[config.mk]
export PLATFORM = sky130hd
export DESIGN_NAME = quad_alu
export DESIGN_NICKNAME = d
export VERILOG_FILES = /design/src/rtl/quad_alu_pkg.sv /design/src/rtl/quad_alu_mux2.sv /design/src/rtl/quad_alu_fa.sv /design/src/rtl/quad_alu_ripple.sv /design/src/rtl/quad_alu_bitwise.sv /design/src/rtl/quad_alu.sv
export SDC_FILE = /design/constraint.sdc
export NUM_CORES = 1
export LEC_CHECK = 0
export ABC_CLOCK_PERIOD_IN_PS = 23400
export BUFFER_PORTS_ARGS = -buffer_cell sky130_fd_sc_hd__buf_4
export CAP_MARGIN = 20
export CORE_ASPECT_RATIO = 1.2
export CORE_MARGIN = 4
export CORE_UTILIZATION = 48
export DETAILED_ROUTE_END_ITERATION = 16
export PLACE_DENSITY = 0.84
export SYNTH_ARGS = -nofsm -noshare
export SYNTH_HDL_FRONTEND = slang
export SYNTH_SLANG_ARGS = --single-unit
[constraint.sdc]
create_clock -name vclk -period 23.4
set_input_delay 3.51 -clock vclk [all_inputs]
set_output_delay 3.51 -clock vclk [all_outputs]
set_load 0.03 [all_outputs]
[src/rtl/quad_alu_pkg.sv]
package quad_alu_pkg;

   typedef enum logic [1:0] {
      FN_ADD = 2'b00,
      FN_SUB = 2'b01,
      FN_AND = 2'b10,
      FN_OR  = 2'b11
   } alu_fn_e;

   localparam int unsigned FN_BITS = 2;

endpackage

[src/rtl/quad_alu_mux2.sv]
module quad_alu_mux2 #(
   parameter int unsigned WIDTH = 32
) (
   input  logic [WIDTH-1:0] in0,
   input  logic [WIDTH-1:0] in1,
   input  logic             pick,
   output logic [WIDTH-1:0] out
);
   if (WIDTH < 1) begin : g_bad_width
      $error("quad_alu_mux2: WIDTH must be at least 1");
   end

   always_comb begin
      out = pick ? in1 : in0;
   end
endmodule

[src/rtl/quad_alu_fa.sv]
module quad_alu_fa #(
   parameter bit HALF_ADDER_STAGES = 1'b0
) (
   input  logic a,
   input  logic b,
   input  logic ci,
   output logic s,
   output logic co
);
   if (HALF_ADDER_STAGES) begin : g_halves
      logic s_lo, c_lo, c_hi;
      // first half adder: the two operand bits
      assign s_lo = a ^ b;
      assign c_lo = a & b;
      // second half adder: partial sum with the incoming carry
      assign s    = s_lo ^ ci;
      assign c_hi = s_lo & ci;
      assign co   = c_lo | c_hi;
   end else begin : g_direct
      // parity for the sum, majority for the carry
      assign s  = a ^ b ^ ci;
      assign co = (a & b) | (b & ci) | (ci & a);
   end
endmodule

[src/rtl/quad_alu_ripple.sv]
module quad_alu_ripple #(
   parameter int unsigned WIDTH             = 32,
   parameter bit          HALF_ADDER_STAGES = 1'b0
) (
   input  logic [WIDTH-1:0] a,
   input  logic [WIDTH-1:0] b,
   input  logic             cin,
   output logic [WIDTH-1:0] sum,
   output logic             cout
);
   localparam int unsigned CHAIN = WIDTH + 1;

   if (WIDTH < 1) begin : g_bad_width
      $error("quad_alu_ripple: WIDTH must be at least 1");
   end

   logic [CHAIN-1:0] carry;

   assign carry[0] = cin;

   for (genvar i = 0; i < WIDTH; i++) begin : g_stage
      quad_alu_fa #(
         .HALF_ADDER_STAGES(HALF_ADDER_STAGES)
      ) u_fa (
         .a (a[i]),
         .b (b[i]),
         .ci(carry[i]),
         .s (sum[i]),
         .co(carry[i+1])
      );
   end

   assign cout = carry[CHAIN-1];
endmodule

[src/rtl/quad_alu_bitwise.sv]
module quad_alu_bitwise #(
   parameter int unsigned WIDTH = 32
) (
   input  logic [WIDTH-1:0] a,
   input  logic [WIDTH-1:0] b,
   input  logic             pick_or,
   output logic [WIDTH-1:0] out
);
   logic [WIDTH-1:0] conj, disj;

   assign conj = a & b;
   assign disj = a | b;

   quad_alu_mux2 #(.WIDTH(WIDTH)) u_sel (
      .in0 (conj),
      .in1 (disj),
      .pick(pick_or),
      .out (out)
   );
endmodule

[src/rtl/quad_alu.sv]
module quad_alu #(
   parameter int unsigned WIDTH             = 32,
   parameter bit          HALF_ADDER_STAGES = 1'b0
) (
   input  logic [WIDTH-1:0] op_a,
   input  logic [WIDTH-1:0] op_b,
   input  logic [1:0]       func_sel,
   output logic [WIDTH-1:0] result,
   output logic             carry_out
);
   import quad_alu_pkg::*;

   localparam int unsigned SEL_W = FN_BITS;

   if (WIDTH < 1) begin : g_bad_width
      $error("quad_alu: WIDTH must be at least 1");
   end
   if (SEL_W != 2) begin : g_bad_sel
      $error("quad_alu: function code must be two bits");
   end

   logic             low_bit;   // subtract within arithmetic, OR within bitwise
   logic             high_bit;  // bitwise pair when set
   logic [WIDTH-1:0] b_inv;
   logic [WIDTH-1:0] b_eff;
   logic [WIDTH-1:0] arith_out;
   logic [WIDTH-1:0] logic_out;
   logic             arith_carry;

   assign low_bit  = func_sel[0];
   assign high_bit = func_sel[1];
   assign b_inv    = ~op_b;

   // operand conditioning: same control feeds the chain carry-in
   quad_alu_mux2 #(.WIDTH(WIDTH)) u_b_sel (
      .in0 (op_b),
      .in1 (b_inv),
      .pick(low_bit),
      .out (b_eff)
   );

   quad_alu_ripple #(
      .WIDTH            (WIDTH),
      .HALF_ADDER_STAGES(HALF_ADDER_STAGES)
   ) u_adder (
      .a   (op_a),
      .b   (b_eff),
      .cin (low_bit),
      .sum (arith_out),
      .cout(arith_carry)
   );

   quad_alu_bitwise #(.WIDTH(WIDTH)) u_bitwise (
      .a      (op_a),
      .b      (op_b),
      .pick_or(low_bit),
      .out    (logic_out)
   );

   quad_alu_mux2 #(.WIDTH(WIDTH)) u_out_sel (
      .in0 (arith_out),
      .in1 (logic_out),
      .pick(high_bit),
      .out (result)
   );

   assign carry_out = arith_carry & ~high_bit;
endmodule

=== Yosys cells after proc, flatten, opt, wreduce, memory -nomap -nowiden ===
Index checks and enable logic that the tools add are counted.

* Bits in registers: 0
* Output and inout bits: 33
* Logic and storage cells: 232

* Mux-type cells: 3
* Bitwise operators: 229

{| class="wikitable"
|+ Operator list
! operator !! count
|-
| AND 1 bit || 97
|-
| two-way mux 32 bit || 3
|-
| bitwise OR 1 bit || 64
|-
| bitwise XOR 1 bit || 64
|-
| AND 32 bit || 1
|-
| inverter 32 bit || 1
|-
| bitwise OR 32 bit || 1
|-
| inverter 1 bit || 1
|}

=== Longest topological paths before layout ===
* Word-level depth: 99
* Mapped depth: 37
* Gate-level depth less buffers: 35

=== Modules after synthesis ===
A second synthesis with hierarchy kept.

* Cell total of the unflattened synthesis: 237
* Area total of the unflattened synthesis: 2847.7 µm²

{| class="wikitable"
|+ By module, submodules not included
! module !! times used !! cells an instance !! area each (µm²) !! sequential area each (µm²)
|-
| quad_alu_mux2 || 3 || 36 || 544.3 || 0.0
|-
| quad_alu_fa || 32 || 1 || 20.0 || 0.0
|-
| quad_alu_bitwise || 1 || 64 || 440.4 || 0.0
|-
| quad_alu || 1 || 33 || 133.9 || 0.0
|}

=== Least setup slack after synthesis ===
Ideal clock, no wire load.

* Kind: in2out
* From: input func_sel[0]
* To: output result[31]
* Data arrival time: 16.279 ns
* Required time: 19.890 ns
* Slack: 3.611 ns
* Cell stages on the path: 37
* Buffers on the path: 2
* Path through: buf_4 buf_6 xor2_1 fa_1 inv_1 fa_1 fa_1 fa_1 fa_1 fa_1 fa_1 fa_1 fa_1 fa_1 fa_1 fa_1 fa_1 fa_1 fa_1 fa_1 fa_1 fa_1 fa_1 fa_1 fa_1 fa_1 fa_1 fa_1 fa_1 fa_1 fa_1 fa_1 fa_1 fa_1 fa_1 nor2b_1 a31oi_1

* Word-level cells in the longest chain between the ends: 96
* Elaborated cells between the ends (all ways): 160

{| class="wikitable"
|+ Ends and longest elaborated chain
! element !! RTL line !! source
|-
| start, declared || quad_alu.sv:7 || <nowiki>input logic [1:0] func_sel,</nowiki>
|-
| two-way mux 32 bit || quad_alu_mux2.sv:14 || <nowiki>out = pick ? in1 : in0;</nowiki>
|-
| AND 1 bit || quad_alu_fa.sv:22 || <nowiki>assign co = (a & b) | (b & ci) | (ci & a);</nowiki>
|-
| bitwise OR 1 bit (2 in series) || quad_alu_fa.sv:22 ||
|-
| AND 1 bit || quad_alu_fa.sv:22 ||
|-
| bitwise OR 1 bit (2 in series) || quad_alu_fa.sv:22 ||
|-
| AND 1 bit || quad_alu_fa.sv:22 ||
|-
| bitwise OR 1 bit (2 in series) || quad_alu_fa.sv:22 ||
|-
| AND 1 bit || quad_alu_fa.sv:22 ||
|-
| [... 74 more ...] || n/a ||
|-
| AND 1 bit || quad_alu_fa.sv:22 ||
|-
| bitwise OR 1 bit (2 in series) || quad_alu_fa.sv:22 ||
|-
| AND 1 bit || quad_alu_fa.sv:22 ||
|-
| bitwise OR 1 bit (2 in series) || quad_alu_fa.sv:22 ||
|-
| AND 1 bit || quad_alu_fa.sv:22 ||
|-
| bitwise OR 1 bit (2 in series) || quad_alu_fa.sv:22 ||
|-
| bitwise XOR 1 bit || quad_alu_fa.sv:21 || <nowiki>assign s = a ^ b ^ ci;</nowiki>
|-
| two-way mux 32 bit (*) || quad_alu_mux2.sv:14 ||
|-
| end, declared || quad_alu.sv:8 || <nowiki>output logic [WIDTH-1:0] result,</nowiki>
|}

Mark *: on every way between the ends. The rest lies on a longest branch, timed or not.

=== Final worst setup path ===
Same ends and word-level chain as after synthesis.

==> run metrics <==
Crit Path Class input port to output pin; Post-Syn Area roughly 1900 sq um; gr usage total between 10% and 20%; FP Rows 24; CP startpoint kind input port; Required @ worst endpoint 19890 ps; synth top area cells fa_1 (33%), xnor2_1 (14%), a31oi_1 (10%), nor2b_1 (9.0%), o21ai_0 (8.2%); Critical path origin func_sel[0]; WP data arrival 16650 ps; worst slew pin tran between 700 and 800 ps; GRT met2 Usage 36.2%; HPWL after DPL roughly 3800 um; Layout area overhead 36.0%; Hold EP result[16]; hold_sp op_a[16]; n_diodes 0; Synth warnings 0; Hold WS between 7000 and 8000 ps; final setup vio count 0; Max-cap violations 0; Port Buf Inserts between 90 and 100; post-layout net count about 430; Slew HR roughly half; post-synth top area cell fa_1; CP endpoint kind output pin; Fin. Hold Viols 0; Sequential Area 0 sq um; Yosys cell types 20; Post-CTS Setup Repair Bufs 0; # fillers between 300 and 400; gr busiest metal met2; IO Pins between 90 and 100; share of cells above drive strength 1 a little under a third; multi-input logic area approximately 1600 sq um; first-pass GRT wire length between 7000 and 8000 um; RD Place Congestion 0.775; # clk buffers 0; largest net degree at the start of global routing 75; Synth top area share 33.0%; chip height 76.6 um; 1st-iter DRT viols 67; Tightest Hold Check Type input port to output pin; RSZ-0062 raised after global routing false; P per Cell Area between 30 and 40 nW/um^2; Slew Limit Fails 0; Leakage ~1.2 nW; Synth top cells by count inv_1 (34), fa_1 (31), nand2_1 (31), o21ai_0 (31); Overflow after GRT 0; die area between 4000 and 5000 sq um; Routed WL ~4500 um; post-synthesis sequential area ratio 0%; CP peak stage delay around 420 ps; WHS Path Cells 4; met1 Track Usage GR between 20% and 30%; PostCTS Resize Cnt 0; post-route ant nets 0; routing usage on met3 2.36%; vias in the first global route approximately 1900; Seq cells 0; maximum vdd drop 0.0000174 V; most used cell, CP fa_1; Cells after Synth 244; Final Cycle Share ~86%; Avg WL per Cell 11.9 um; status finished, final reports clean; Starting Density 50.9%; Core Region 3690 sq um; die width between 60 and 70 um; most common cell in the netlist inv_1; initial antenna violation count 0; DR pass1 iterations 4; setup TNS 0 ps; hold buffers post-CTS 0; Avg Inst Size Synth 7.71 sq um; fmax ~50 MHz; min cycle time layout about 20000 ps; Slowest-stage cell, CP fa_1; via count ~1900; Crit Path Max Fanout 22; post-synth net total between 300 and 400; via density per instance around 5.0; residual DRC count 0
worst max path at each step:
stage | to | slack (ps) | cells after the start
4_1_cts | result[31] | 3240 | 37
3_3_place_gp | result[31] | 3490 | 37
6_report | result[31] | 3240 | 37
2_1_floorplan | result[31] | 3610 | 37
3_5_place_dp | result[31] | 3280 | 37
5_1_grt | result[31] | 2790 | 37
power by group:
group | internal [mW] | switching (mW)
sequential | 0 | 0
combinational | 0.0423 | 0.0520
clock | 0 | 0
total | 0.0423 | 0.0520
layer usage:
layer,wire (um),vias to the layer above,part of all wire (%)
met5,0,-,0
met4,26,0,0.57
met3,299,2,6.6
met2,2460,56,54
met1,1740,889,38
li1,-,947,-
per-stage QoR:
| step | utilization [%] | std cells | instance area, sq um | power, mW | setup WS [ps] |
|---|---|---|---|---|---|
| CTS | 69.3 | 379 | 2560 | 0.0956 | 3240 |
| finish | 69.3 | 379 | 2560 | 0.0943 | 3240 |
| floorplan | - | 244 | 1880 | 0.0625 | 3610 |
| global route | 69.3 | 379 | 2560 | 0.105 | 2790 |
| global placement | 69.3 | 379 | 2560 | 0.0927 | 3490 |
| detailed placement | 69.3 | 379 | 2560 | 0.0951 | 3280 |
cells in the final DEF, fill, tap and decap left out, types with 2 or more instances in the layout:
cell type and instances:
a31oi_1 30, and2b_1 4, buf_4 100, fa_1 31
ha_1 2, inv_1 34, nand2_1 31, nor2b_1 27
o21ai_0 31, xnor2_1 30
worst max-delay path: cells and delay by family:
kind	cells	cell delay, ps
AOI/OAI and AO/OA	1	190
xor gates and xnor gates	1	220
adders and majority gates	31	12110
buffers and inverters	3	470
and+or+nand+nor	1	130
cells by family after synthesis:
| kind of cell | Yosys count | synth area share (%) |
|---|---|---|
| compound gates | 64 | 19.3 |
| fa+ha+maj | 33 | 34.3 |
| xor+xnor | 31 | 14.4 |
| buf+inv | 51 | 14.1 |
| simple gates | 64 | 17.3 |
| mux | 1 | 0.598 |
cell type report:
type               instances  area share [%]
well taps                 52            2.54
inverters                 34            4.99
multi-input cells        193            63.1
repair buffers           100            29.3
Power figures use the tool's default switching activity.
